## src/rtl/i2c_msg_seq_pkg.sv

```systemverilog
package i2c_msg_seq_pkg;

    typedef enum logic [1:0] {
        SEL_CTRL = 2'd0,
        SEL_IEN  = 2'd1,
        SEL_STAT = 2'd2,
        SEL_DATA = 2'd3
    } reg_sel_e;

    localparam int FLG_WAIT = 0;
    localparam int FLG_DTE  = 1;
    localparam int FLG_TACK = 2;
    localparam int FLG_AL   = 3;

    // command bytes decoded by the master core
    localparam logic [7:0] CMD_START   = 8'h94;
    localparam logic [7:0] CMD_TX_STOP = 8'h90;
    localparam logic [7:0] CMD_TO_RX   = 8'h81;
    localparam logic [7:0] CMD_RX_STOP = 8'hC0;

    localparam logic [7:0] IEN_ALL    = 8'h0F;
    localparam logic [7:0] IEN_NO_DTE = 8'h0D;

    typedef enum logic [2:0] {
        OP_NONE,
        OP_ADDR,
        OP_DATA,
        OP_DATA_STOP,
        OP_TO_RX,
        OP_RD,
        OP_RD_STOP,
        OP_RD_STOP_DATA
    } op_e;

    typedef enum logic [1:0] {
        ERR_OK   = 2'd0,
        ERR_BUS  = 2'd1,
        ERR_BUSY = 2'd2,
        ERR_LEN  = 2'd3
    } err_e;

    typedef enum logic [2:0] {
        ST_IDLE,
        ST_SET_IEN,
        ST_SET_START,
        ST_WAIT_EVT,
        ST_EXEC,
        ST_CLR,
        ST_POLL,
        ST_DONE
    } st_e;

    typedef struct packed {
        logic       en;
        logic       wr;
        reg_sel_e   sel;
        logic [7:0] wdata;
    } acc_t;

endpackage

```

## src/rtl/i2c_msg_seq_ops.sv

```systemverilog
// Micro-step table: which register access belongs to step n of an operation.
module i2c_msg_seq_ops
    import i2c_msg_seq_pkg::*;
(
    input  op_e        op,
    input  logic [1:0] step,
    input  logic [7:0] byte_i,
    output acc_t       acc,
    output logic       last
);
    always_comb begin
        acc  = '{en: 1'b1, wr: 1'b1, sel: SEL_DATA, wdata: byte_i};
        last = 1'b1;
        case (op)
            OP_ADDR: begin
                if (step == 2'd0) begin
                    acc.sel   = SEL_IEN;
                    acc.wdata = IEN_NO_DTE;
                    last      = 1'b0;
                end
            end
            OP_DATA: ;
            OP_DATA_STOP: begin
                if (step == 2'd0) begin
                    last = 1'b0;
                end else begin
                    acc.sel   = SEL_CTRL;
                    acc.wdata = CMD_TX_STOP;
                end
            end
            OP_TO_RX: begin
                acc.sel   = SEL_CTRL;
                acc.wdata = CMD_TO_RX;
            end
            OP_RD: begin
                acc.wr    = 1'b0;
                acc.wdata = 8'h00;
            end
            OP_RD_STOP: begin
                if (step == 2'd0) begin
                    acc.sel   = SEL_IEN;
                    acc.wdata = IEN_ALL;
                    last      = 1'b0;
                end else begin
                    acc.sel   = SEL_CTRL;
                    acc.wdata = CMD_RX_STOP;
                end
            end
            OP_RD_STOP_DATA: begin
                case (step)
                    2'd0: begin
                        acc.sel   = SEL_IEN;
                        acc.wdata = IEN_ALL;
                        last      = 1'b0;
                    end
                    2'd1: begin
                        acc.wr    = 1'b0;
                        acc.wdata = 8'h00;
                        last      = 1'b0;
                    end
                    default: begin
                        acc.sel   = SEL_CTRL;
                        acc.wdata = CMD_RX_STOP;
                    end
                endcase
            end
            default: begin
                acc.en = 1'b0;
            end
        endcase
    end
endmodule

```

## src/rtl/i2c_msg_seq_poll.sv

```systemverilog
// Bounded BUSY poll: first sample on entry, then one every GAP cycles.
module i2c_msg_seq_poll #(
    parameter int TRIES = 1000,
    parameter int GAP   = 2500
) (
    input  logic clk,
    input  logic rst_n,
    input  logic en,
    input  logic busy,
    output logic ok,
    output logic tmo
);
    localparam int TW = (TRIES > 1) ? $clog2(TRIES) : 1;
    localparam int GW = (GAP > 1) ? $clog2(GAP) : 1;
    localparam logic [TW-1:0] TRY_LAST = TW'(TRIES - 1);
    localparam logic [GW-1:0] GAP_LOAD = GW'(GAP - 1);

    typedef struct packed {
        logic [TW-1:0] tries;
        logic [GW-1:0] gap;
    } poll_t;

    poll_t q, d;
    logic  sample;

    always_comb begin
        d      = q;
        sample = en && (q.gap == '0);
        ok     = sample && !busy;
        tmo    = sample && busy && (q.tries == TRY_LAST);
        if (!en) begin
            d = '0;
        end else if (sample) begin
            d.tries = q.tries + 1'b1;
            d.gap   = GAP_LOAD;
        end else begin
            d.gap = q.gap - 1'b1;
        end
    end

    always_ff @(posedge clk or negedge rst_n) begin
        if (!rst_n) q <= '0;
        else        q <= d;
    end
endmodule

```

## src/rtl/i2c_msg_seq.sv

```systemverilog
module i2c_msg_seq
    import i2c_msg_seq_pkg::*;
#(
    parameter int LEN_W      = 8,
    parameter int POLL_TRIES = 1000,
    parameter int POLL_GAP   = 2500
) (
    input  logic             clk,
    input  logic             rst_n,
    input  logic             start,
    input  logic [6:0]       msg_addr,
    input  logic             msg_rd,
    input  logic [LEN_W-1:0] msg_len,
    input  logic             evt,
    input  logic [3:0]       evt_status,
    output logic             acc_en,
    output logic             acc_wr,
    output logic [1:0]       acc_sel,
    output logic [7:0]       acc_wdata,
    input  logic [7:0]       acc_rdata,
    output logic [LEN_W-1:0] buf_idx,
    input  logic [7:0]       buf_rdata,
    output logic             buf_we,
    output logic [LEN_W-1:0] buf_widx,
    output logic [7:0]       buf_wdata,
    input  logic             bus_busy,
    output logic             done,
    output err_e             err_code
);
    localparam int PW = LEN_W + 2;
    localparam logic signed [PW-1:0] P_ONE = PW'(1);
    localparam logic signed [PW-1:0] P_TWO = PW'(2);
    localparam logic signed [PW-1:0] P_ADR = -P_ONE;

    typedef struct packed {
        st_e                     st;
        logic signed [PW-1:0]    pos;
        logic [LEN_W-1:0]        len;
        logic                    rd;
        logic [6:0]              addr;
        logic [1:0]              step;
        op_e                     op;
        logic [3:0]              sr;
        logic [7:0]              tx_byte;
        logic                    store;
        logic [LEN_W-1:0]        sidx;
        logic                    bus_err;
        logic                    last;
        err_e                    err;
    } seq_t;

    seq_t q, d;

    acc_t ops_acc;
    logic ops_last;
    logic poll_ok, poll_tmo;
    logic idle_w;
    acc_t acc;

    i2c_msg_seq_ops u_ops (
        .op     (q.op),
        .step   (q.step),
        .byte_i (q.tx_byte),
        .acc    (ops_acc),
        .last   (ops_last)
    );

    i2c_msg_seq_poll #(
        .TRIES (POLL_TRIES),
        .GAP   (POLL_GAP)
    ) u_poll (
        .clk   (clk),
        .rst_n (rst_n),
        .en    (q.st == ST_POLL),
        .busy  (bus_busy),
        .ok    (poll_ok),
        .tmo   (poll_tmo)
    );

    function automatic st_e after_ops(input logic [3:0] sr, input logic last);
        if (sr[FLG_WAIT] || sr[FLG_TACK] || sr[FLG_AL]) return ST_CLR;
        else if (last)                                return ST_POLL;
        else                                          return ST_WAIT_EVT;
    endfunction

    always_comb begin
        logic signed [PW-1:0] lenx;
        logic signed [PW-1:0] nxt;
        logic signed [PW-1:0] rel;
        d      = q;
        acc    = '{en: 1'b0, wr: 1'b0, sel: SEL_CTRL, wdata: 8'h00};
        buf_we = 1'b0;
        lenx   = $signed({2'b00, q.len});
        nxt    = q.pos + P_ONE;
        rel    = q.pos - P_TWO;
        case (q.st)
            ST_IDLE: begin
                if (start) begin
                    d.addr    = msg_addr;
                    d.rd      = msg_rd;
                    d.len     = msg_len;
                    d.pos     = P_ADR;
                    d.bus_err = 1'b0;
                    d.op      = OP_NONE;
                    if (msg_rd && msg_len == '0) begin
                        d.err = ERR_LEN;
                        d.st  = ST_DONE;
                    end else begin
                        d.st = ST_SET_IEN;
                    end
                end
            end
            ST_SET_IEN: begin
                acc  = '{en: 1'b1, wr: 1'b1, sel: SEL_IEN, wdata: IEN_ALL};
                d.st = ST_SET_START;
            end
            ST_SET_START: begin
                acc  = '{en: 1'b1, wr: 1'b1, sel: SEL_CTRL, wdata: CMD_START};
                d.st = ST_WAIT_EVT;
            end
            ST_WAIT_EVT: begin
                if (evt) begin
                    d.sr      = evt_status;
                    d.step    = 2'd0;
                    d.store   = 1'b0;
                    d.sidx    = rel[LEN_W-1:0];
                    d.tx_byte = (q.pos < 0) ? {q.addr, q.rd} : buf_rdata;
                    d.last    = 1'b0;
                    if (evt_status[FLG_TACK] || evt_status[FLG_AL]) begin
                        d.bus_err = 1'b1;
                        d.op      = OP_NONE;
                    end else if (q.rd) begin
                        if (q.pos < 0)       d.op = OP_ADDR;
                        else if (q.pos == 0) d.op = OP_TO_RX;
                        else if (q.pos == lenx)
                            d.op = (rel < 0) ? OP_RD_STOP : OP_RD_STOP_DATA;
                        else
                            d.op = OP_RD;
                        d.store = (q.pos > 0) && (rel >= 0);
                        d.pos   = nxt;
                        d.last  = (nxt == lenx + P_TWO);
                    end else begin
                        if (q.pos == lenx) begin
                            d.op   = OP_NONE;
                            d.last = 1'b1;
                        end else begin
                            if (q.pos == lenx - P_ONE) d.op = OP_DATA_STOP;
                            else if (q.pos < 0)        d.op = OP_ADDR;
                            else                       d.op = OP_DATA;
                            d.pos = nxt;
                        end
                    end
                    if (d.op == OP_NONE) d.st = after_ops(evt_status, d.last);
                    else                 d.st = ST_EXEC;
                end
            end
            ST_EXEC: begin
                acc    = ops_acc;
                buf_we = ops_acc.en && !ops_acc.wr && q.store;
                if (ops_last) d.st = after_ops(q.sr, q.last);
                else          d.step = q.step + 2'd1;
            end
            ST_CLR: begin
                acc  = '{en: 1'b1, wr: 1'b1, sel: SEL_STAT,
                         wdata: {6'b0, q.sr[FLG_DTE], 1'b0}};
                d.st = q.last ? ST_POLL : ST_WAIT_EVT;
            end
            ST_POLL: begin
                if (poll_tmo) begin
                    d.err = ERR_BUSY;
                    d.st  = ST_DONE;
                end else if (poll_ok) begin
                    d.err = q.bus_err ? ERR_BUS : ERR_OK;
                    d.st  = ST_DONE;
                end
            end
            default: begin
                d.st = ST_IDLE;
            end
        endcase
    end

    always_ff @(posedge clk or negedge rst_n) begin
        if (!rst_n) begin
            q       <= '0;
            q.st    <= ST_IDLE;
            q.op    <= OP_NONE;
            q.err   <= ERR_OK;
        end else begin
            q <= d;
        end
    end

    assign idle_w    = (q.st == ST_IDLE);
    assign acc_en    = acc.en;
    assign acc_wr    = acc.wr;
    assign acc_sel   = acc.sel;
    assign acc_wdata = acc.wdata;
    assign buf_idx   = q.pos[LEN_W-1:0];
    assign buf_widx  = q.sidx;
    assign buf_wdata = acc_rdata;
    assign done      = (q.st == ST_DONE);
    assign err_code  = q.err;

endmodule

```

## config.mk

```make
export PLATFORM = sky130hd
export DESIGN_NAME = i2c_msg_seq
export DESIGN_NICKNAME = d
export VERILOG_FILES = /design/src/rtl/i2c_msg_seq_pkg.sv /design/src/rtl/i2c_msg_seq_ops.sv /design/src/rtl/i2c_msg_seq_poll.sv /design/src/rtl/i2c_msg_seq.sv
export SDC_FILE = /design/constraint.sdc
export NUM_CORES = 1
export LEC_CHECK = 0
export BUFFER_PORTS_ARGS = -buffer_cell sky130_fd_sc_hd__buf_2
export CAP_MARGIN = 15
export CORE_ASPECT_RATIO = 0.6
export CORE_MARGIN = 2
export CORE_UTILIZATION = 58
export DETAILED_ROUTE_END_ITERATION = 10
export MAX_ROUTING_LAYER = met4
export PLACE_DENSITY = 0.89
export SLEW_MARGIN = 20
export SYNTH_ARGS = -nofsm -noshare
export SYNTH_HDL_FRONTEND = slang
export SYNTH_HIERARCHICAL = 1
export SYNTH_SLANG_ARGS = --single-unit
```

## constraint.sdc

```tcl
create_clock -name clk -period 2.6 [get_ports clk]
set_input_delay 0.26 -clock clk [delete_from_list [all_inputs] [get_ports clk]]
set_output_delay 0.26 -clock clk [all_outputs]
set_load 0.005 [all_outputs]
```

==> impl_results.rst, run 1 <==
.. list-table::
   :header-rows: 1

   * - Metric
     - Value
   * - Number of fillers in the final layout
     - 772
   * - Clk slew on worst S/H paths
     - 0.06 ns
   * - Distinct cell type count after synthesis
     - 84
   * - Area enclosed by the die boundary
     - roughly 10,000 sq um
   * - Total vias in the final route
     - 5,150
   * - Endpoint required time on the critical path
     - ~2.9 ns
   * - IO Port Bufs
     - between 60 and 70
   * - Seq cells post-synth
     - 81
   * - Total Wirelength
     - roughly 15 mm
   * - Proportion of synthesized flip-flops having asynchronous set or reset
     - 100%
   * - Power Dens Cells
     - between 1000 and 1500 nW/um^2
   * - Max Clock Skew
     - approximately 0.0077 ns
   * - Sequential cell area
     - between 2000 and 2500 sq um
   * - Count of maximum capacitance violations
     - 0
   * - Top-level port count
     - about 80
   * - Critical-path cell with the highest stage delay
     - dfrtp_1
   * - GRT Residual Overflow
     - 0
   * - Synth-to-Final Area Change
     - 11.1%
   * - Critical setup path kind
     - reg2reg
   * - Final worst path period need
     - 2.41 ns
   * - Sequential cell area fraction in the yosys report
     - between 30 and 40%
   * - Detailed-routing iteration count for the pre-antenna-repair pass
     - 5
   * - Setup TNS after final layout
     - 0 ns
   * - Number of enable flip-flop cells after synthesis
     - 0
   * - Type of the tightest min-delay check
     - in2async
   * - DR vias/cell
     - between 6 and 7
   * - Synth warn
     - 6
   * - Arrival time at the worst endpoint
     - between 2 and 3 ns
   * - Tightest slew margin relative to the limit
     - about half
   * - Number of endpoints with negative hold slack in the final report
     - 50
   * - Ratio of final minimum period to clock period
     - between 90% and 100%
   * - GRT Resource Usage Total
     - between 30% and 40%
   * - Clock buffers created by TritonCTS
     - 9
   * - Die Ht
     - approximately 80 microns
   * - Worst Hold Slack
     - -0.0623 ns
   * - Clk Latency, worst-skew pair
     - about 0.34 ns
   * - Number of buffers and inverters on the critical path
     - 2
   * - Number of instances in the synthesized netlist
     - 658
   * - Number of sinks driven by the clock tree
     - 81
   * - Global-route wire length before repair
     - ~24 mm
   * - Netlist Area Pre-Place
     - around 5500 sq um
   * - Static Leakage
     - 2.78 nW
   * - RD Place Congestion
     - approximately 0.94
   * - Area occupied by multi-input gates
     - between 3000 and 4000 sq um
   * - Slew Limit Fails
     - 0
   * - Peak supply drop
     - 714 uV
   * - Crit start category
     - flip-flop
   * - Average cell area after synthesis
     - approximately 8.4 sq um
   * - Post-detailed-route DRC marker count
     - 0
   * - Nets
     - approximately 740
   * - Most common library cell in the layout ignoring fill and taps
     - nand2_1
   * - CTS H-tree depth
     - 3
   * - Share of cells above drive strength 1
     - 19.2%
   * - CP delay by family, top
     - simple AND/OR/NAND/NOR gates
   * - Post-cts hold buffer count
     - 0
   * - CTS tree
     - built
   * - Max incr delay on CP
     - around 0.44 ns
   * - Fmax
     - roughly 410 MHz
   * - Core box area
     - ~9200 sq um
   * - Longest Clk Path Bufs
     - 2
   * - Pin count of the biggest net entering global routing
     - between 80 and 90
   * - Clock Tree Root
     - clkbuf_16
   * - Least-Margin Pin Slew
     - roughly 0.75 ns
   * - Sequence of cells on the critical path
     - nor2_1, nand2_1, inv_1, clkinv_1, nor3_2, nor3b_1, o21ai_1, nand3_1, o21ai_0, a21o_1
   * - Violated checks
     - negative hold slack
   * - Net Count, Synth
     - 709
   * - Result of the run
     - finished with violations
   * - Unrepaired setup endpoints after global routing
     - false
   * - Number of nets with antenna violations after routing
     - 0
   * - Number of global-route vias before repair
     - roughly 4,700
   * - Most frequently used flop master after synthesis
     - dfrtp_1
   * - Initial Utilization
     - about three fifths
   * - Commonest cells after routing, fill and taps aside
     - nand2_1 (104), dfrtp_1 (80), buf_2 (63)
   * - Floorplan die width
     - 130 microns
   * - Half-perimeter wire length of the detailed placement result
     - about 11 mm
   * - Number of rows created at floorplan
     - 27
   * - Crit-path max FO
     - 7
   * - Initial antenna violation count
     - 1
   * - Setup-violating endpoint count in the final report
     - 0
   * - First DRT Iteration DRCs
     - 538
   * - Post-Route Utilization
     - around two thirds
   * - Kind of end point of the critical path
     - flip-flop
   * - Avg WL per Cell
     - about 18 microns
## repair_timing
| action | in CTS | in global routing |
|---|---|---|
| buffers inserted | 0 | 0 |
| hold endpoints to repair | 0 | 0 |
| gates cloned | 0 | 0 |
| setup endpoints to repair | 1 | 3 |
| gates resized for setup | 1 | 3 |
## routing by layer
layer / global-route usage (%) / wire [microns] / vias up / part of all wire (%)
li1: - / - / 2365 / -
met1: 45.2 / 6930 / 2450 / 46
met2: 43.1 / 6150 / 301 / 41
met3: 8.78 / 1660 / 34 / 11
met4: 10.0 / 295 / 0 / 2.0
met5: - / 0 / - / 0
## registers in the layout, summed over array words and instances, names as in the netlist
signal / count
buf_idx: 8
u_poll/q: 22
err_code: 2
buf_widx: 8
q: 41
## synth_stat cells, types with 8 or more instances
| master | count | share of area [%] |
|---|---|---|
| a21oi_1 | 46 | 4.2 |
| and3_1 | 10 | 1.1 |
| buf_2 | 13 | 1.2 |
| buf_4 | 29 | 3.9 |
| clkbuf_1 | 17 | 1.2 |
| dfrtp_1 | 81 | 37 |
| ha_1 | 10 | 2.3 |
| inv_1 | 25 | 1.7 |
| mux2i_1 | 16 | 2.9 |
| nand2_1 | 104 | 7.1 |
| nand3_1 | 18 | 1.6 |
| nor2_1 | 41 | 2.8 |
| nor3_1 | 16 | 1.4 |
| o21ai_0 | 45 | 4.1 |
| o21ai_1 | 8 | 0.72 |
| or3_1 | 11 | 1.2 |
| xnor2_1 | 23 | 3.6 |
| xor2_1 | 10 | 1.6 |
## power breakdown
| part | switching, W | leakage, nW | internal [W] | total [W] |
|---|---|---|---|---|
| Sequential | 0.000598 | 1.01 | 0.00169 | 0.00229 |
| Clock | 0.000499 | 0.149 | 0.000835 | 0.00133 |
| Combinational | 0.00226 | 1.62 | 0.00180 | 0.00405 |
## worst paths after layout
| check | from | end | slack, ns | depth (start not counted) |
|---|---|---|---|---|
| worst max-delay path | q[56] | q[56] | 0.19 | 10 |
| worst min-delay path | rst_n | u_poll/q[9] | -0.06 | 1 |
| worst max register to register | q[56] | q[56] | 0.19 | 10 |
| worst min register to register | buf_widx[5] | buf_widx[5] | 0.48 | 2 |
| max in group asynchronous | rst_n | q[57] | 2.11 | 1 |
| min in group clk | msg_addr[0] | q[30] | 0.12 | 3 |
## through the flow
| stage | power, W | area, sq um | std cells | worst slack (ns) |
|---|---|---|---|---|
| final | 0.00767 | 6150 | 828 | 0.187 |
| after global routing | 0.00823 | 6150 | 828 | 0.0253 |
| after CTS | 0.00761 | 6140 | 827 | 0.00724 |
| after detailed placement | 0.00623 | 5820 | 812 | 0.0676 |
| after global placement | 0.00609 | 5820 | 812 | 0.253 |
| after floorplan | 0.00516 | 5540 | 658 | 0.220 |
## layout make-up
cell class | count | share of cell area [%]
inverter | 26 | 1.59
antenna | 1 | 0.0407
multi-input combinational | 486 | 49.3
clock buffer | 10 | 3.72
clock inverter | 5 | 1.32
tap | 130 | 2.64
sequential | 81 | 33.0
timing repair buffer | 89 | 8.36
## cell families (layout without fill, tap and decap cells)
group | after synthesis | after routing | share of synthesized area (%)
AOI/OAI and AO/OA | 155 | 155 | 17.2
xor gates and xnor gates | 35 | 35 | 5.81
adders and majority gates | 10 | 10 | 2.26
buffers and inverters | 91 | 130 | 8.75
DFF | 81 | 81 | 36.6
muxes | 20 | 20 | 3.71
other | 0 | 1 | 0
and+or+nand+nor | 266 | 266 | 25.6
No activity file was read; power rests on OpenSTA's default activity.
==> run 2: changes to the inputs <==
--- a/config.mk
+++ b/config.mk
@@ -13,6 +13,7 @@
 export DETAILED_ROUTE_END_ITERATION = 10
 export MAX_ROUTING_LAYER = met4
 export PLACE_DENSITY = 0.89
+export REMOVE_ABC_BUFFERS = 1
 export SLEW_MARGIN = 20
 export SYNTH_ARGS = -nofsm -noshare
 export SYNTH_HDL_FRONTEND = slang
==> run 2 against run 1 <==
The run ends with design-rule violations, negative hold slack left. Largest power group unchanged. Highest routed layer unchanged. Register-to-register slack gained 0.06 ns. Combinational power grew 3%. Via count increased by 1.1%. Routed wire length up 4.3%. Clock power rose by 4%. First-iteration DRC count increased by 21%.
==> impl_results.rst, run 2 (synthesized netlist as in run 1, its figures left out) <==
.. list-table::
   :header-rows: 1

   * - Metric
     - Value
   * - Result of the run
     - finished with violations
   * - Violated checks
     - design-rule violations, negative hold slack
   * - Total vias in the final route
     - 5,206 (+1.1%)
   * - Unrepaired setup endpoints after global routing
     - false
   * - Post-Place Setup Slack
     - 0.128 ns (+0.0604 ns)
   * - Worst Hold Slack
     - -0.0595 ns (+0.00275 ns)
   * - Top-level port count
     - 81 (unchanged)
   * - Detailed-routing iteration count for the pre-antenna-repair pass
     - 8 (+3)
   * - Clk slew on worst S/H paths
     - 0.06 ns (about the same)
   * - Clk Latency, worst-skew pair
     - 0.35 ns (about the same)
   * - Post-route worst setup slack
     - 0.185 ns (-0.00105 ns)
   * - Critical setup path kind
     - reg2out
   * - RD Place Congestion
     - 1.02 (+8.7%)
   * - Floorplan die width
     - 130 microns (unchanged)
   * - Clock Tree Root
     - clkbuf_16
   * - Number of rows created at floorplan
     - 27 (unchanged)
   * - Antenna cell count
     - 0 (-1)
   * - Launch point of the worst reg-to-reg path
     - u_poll/q[8]
   * - IO Port Bufs
     - 64 (unchanged)
   * - Static Leakage
     - 2.78 nW (about the same)
   * - Logic depth of the worst register-to-register path
     - 10 (unchanged)
   * - Top reg by flops
     - q
   * - Avg WL per Cell
     - 19.0 microns (+4.4%)
   * - Initial Utilization
     - 60.0% (unchanged)
   * - Worst reg-to-reg setup slack
     - 0.25 ns (+0.06 ns)
   * - Half-perimeter wire length of the detailed placement result
     - 11.1 mm (-1.4%)
   * - Number of global-route vias before repair
     - 4,798 (+1.7%)
   * - Slew Limit Fails
     - 0 (unchanged)
   * - DR vias/cell
     - 6.30 (+1.2%)
   * - Critical Path Sink
     - acc_wr
   * - Reg-to-Reg End
     - q[56]
   * - Final worst path period need
     - 2.41 ns (+0.00104 ns)
   * - CTS tree
     - built
   * - Max reg flops
     - 41 (unchanged)
   * - Ratio of final minimum period to clock period
     - 92.9% (about the same)
   * - Setup crit start
     - q[27]
   * - Tightest slew margin relative to the limit
     - 50.3% (+0.34 points)
   * - Finished layout cell area
     - 6150 sq um (about the same)
   * - First DRT Iteration DRCs
     - 653 (+21%)
   * - GRT Resource Usage Total
     - 32.2% (+0.68 points)
   * - Setup-violating endpoint count in the final report
     - 0 (unchanged)
   * - Number of fillers in the final layout
     - 761 (-1.4%)
   * - Max Clock Skew
     - 0.00703 ns (-0.000630 ns)
   * - Crit start category
     - flip-flop
   * - Total Wirelength
     - 15.7 mm (+4.3%)
   * - Longest Clk Path Bufs
     - 2 (unchanged)
   * - Clock buffers created by TritonCTS
     - 9 (unchanged)
   * - Crit-path max FO
     - 20 (+13)
   * - Commonest cells after routing, fill and taps aside
     - nand2_1 (104), dfrtp_1 (80), buf_2 (63)
   * - Synth-to-Final Area Change
     - 11.1% (about the same)
   * - Die Ht
     - 79.7 microns (unchanged)
   * - Fmax
     - 414 MHz (about the same)
   * - Peak supply drop
     - 617 uV (-14%)
   * - Registers with the highest flip-flop counts
     - q: 41 flops, u_poll/q: 22 flops
   * - Post-detailed-route DRC marker count
     - 1 (+1)
   * - Total chip power
     - 0.00780 W (+1.7%)
   * - Sequence of cells on the critical path
     - inv_1, or3_1, a21oi_1, o22ai_1, buf_2
   * - Area enclosed by the die boundary
     - 10,400 sq um (unchanged)
   * - Most common library cell in the layout ignoring fill and taps
     - nand2_1
   * - Least-Margin Pin Slew
     - 0.743 ns (-0.00694 ns)
   * - Arrival time at the worst endpoint
     - 2.15 ns (-0.54 ns)
   * - CTS H-tree depth
     - 3 (unchanged)
   * - Kind of end point of the critical path
     - output port
   * - GRT Residual Overflow
     - 0 (unchanged)
   * - Nets
     - 744 (unchanged)
   * - Endpoint required time on the critical path
     - 2.34 ns (-0.54 ns)
   * - Pin count of the biggest net entering global routing
     - 82 (unchanged)
   * - Type of the tightest min-delay check
     - in2async
   * - Number of sinks driven by the clock tree
     - 81 (unchanged)
   * - Global-route wire length before repair
     - 24.8 mm (+1.8%)
   * - Number of endpoints with negative hold slack in the final report
     - 70 (+40%)
   * - Initial antenna violation count
     - 0 (-1)
   * - Area post-placement
     - 5810 sq um (-0.26%)
   * - Critical-path cell with the highest stage delay
     - dfrtp_1
   * - Number of nets with antenna violations after routing
     - 0 (unchanged)
   * - Core box area
     - 9220 sq um (unchanged)
   * - Count of maximum capacitance violations
     - 0 (unchanged)
   * - Max incr delay on CP
     - 0.72 ns (+0.28 ns)
   * - Power Dens Cells
     - 1270 nW/um^2 (+1.7%)
   * - Share of cells above drive strength 1
     - 19.2% (unchanged)
run 2: how the worst min path moves through the flow:
stage                              end  slack [ns]  depth (start not counted)
final                     u_poll/q[12]       -0.06                          1
after global routing      u_poll/q[12]        0.03                          1
after CTS                        q[31]         0.1                          3
after detailed placement         q[31]        0.45                          3
after global placement           q[35]        0.45                          3
after floorplan             buf_idx[0]       -0.04                          0
run 2: metrics by stage:
step	std cells	utilization, %	TNS [ns]
4_1_cts	825	66.4	0
5_1_grt	827	66.7	0
6_report	827	66.7	0
2_1_floorplan	593	-	-0.263
3_3_place_gp	810	63.0	0
3_5_place_dp	810	63.0	0
run 2: cell type report:
type                       instances  area, sq um  share of cell area [%]
sequential                        81         2030                    33.0
tap                              130          163                    2.64
inverter                          26         97.6                    1.59
multi-input combinational        486         3030                    49.2
timing repair buffer              89          514                    8.36
clock buffer                      10          239                    3.89
clock inverter                     5         80.1                    1.30
run 2: timing repair:
| action | CTS | global route |
|---|---|---|
| hold buffers | 0 | 0 |
| setup buffers | 0 | 2 |
| resized for setup | 0 | 3 |
| hold endpoints to repair | 0 | 0 |
| setup endpoints to repair | 0 | 3 |
run 2: per-layer routing:
metal	part of all wire [%]	wire (microns)	global-route usage (%)	vias to the layer above
li1	-	-	-	2352
met1	44	6860	46.6	2444
met2	42	6540	44.7	363
met3	12	1940	7.17	47
met4	2.2	341	10.5	0
met5	0	0	-	-
run 2: report_power, final:
| group | internal (W) | total [W] | switching (W) |
|---|---|---|---|
| clock | 0.000860 | 0.00138 | 0.000520 |
| combinational | 0.00180 | 0.00416 | 0.00236 |
| sequential | 0.00169 | 0.00227 | 0.000577 |
run 2: critical path: cells and delay by family, from the launching register on:
family	cells	cell delay, ns
compound gates	2	0.25
flops	1	0.72
simple gates	1	0.43
buf+inv	2	0.41
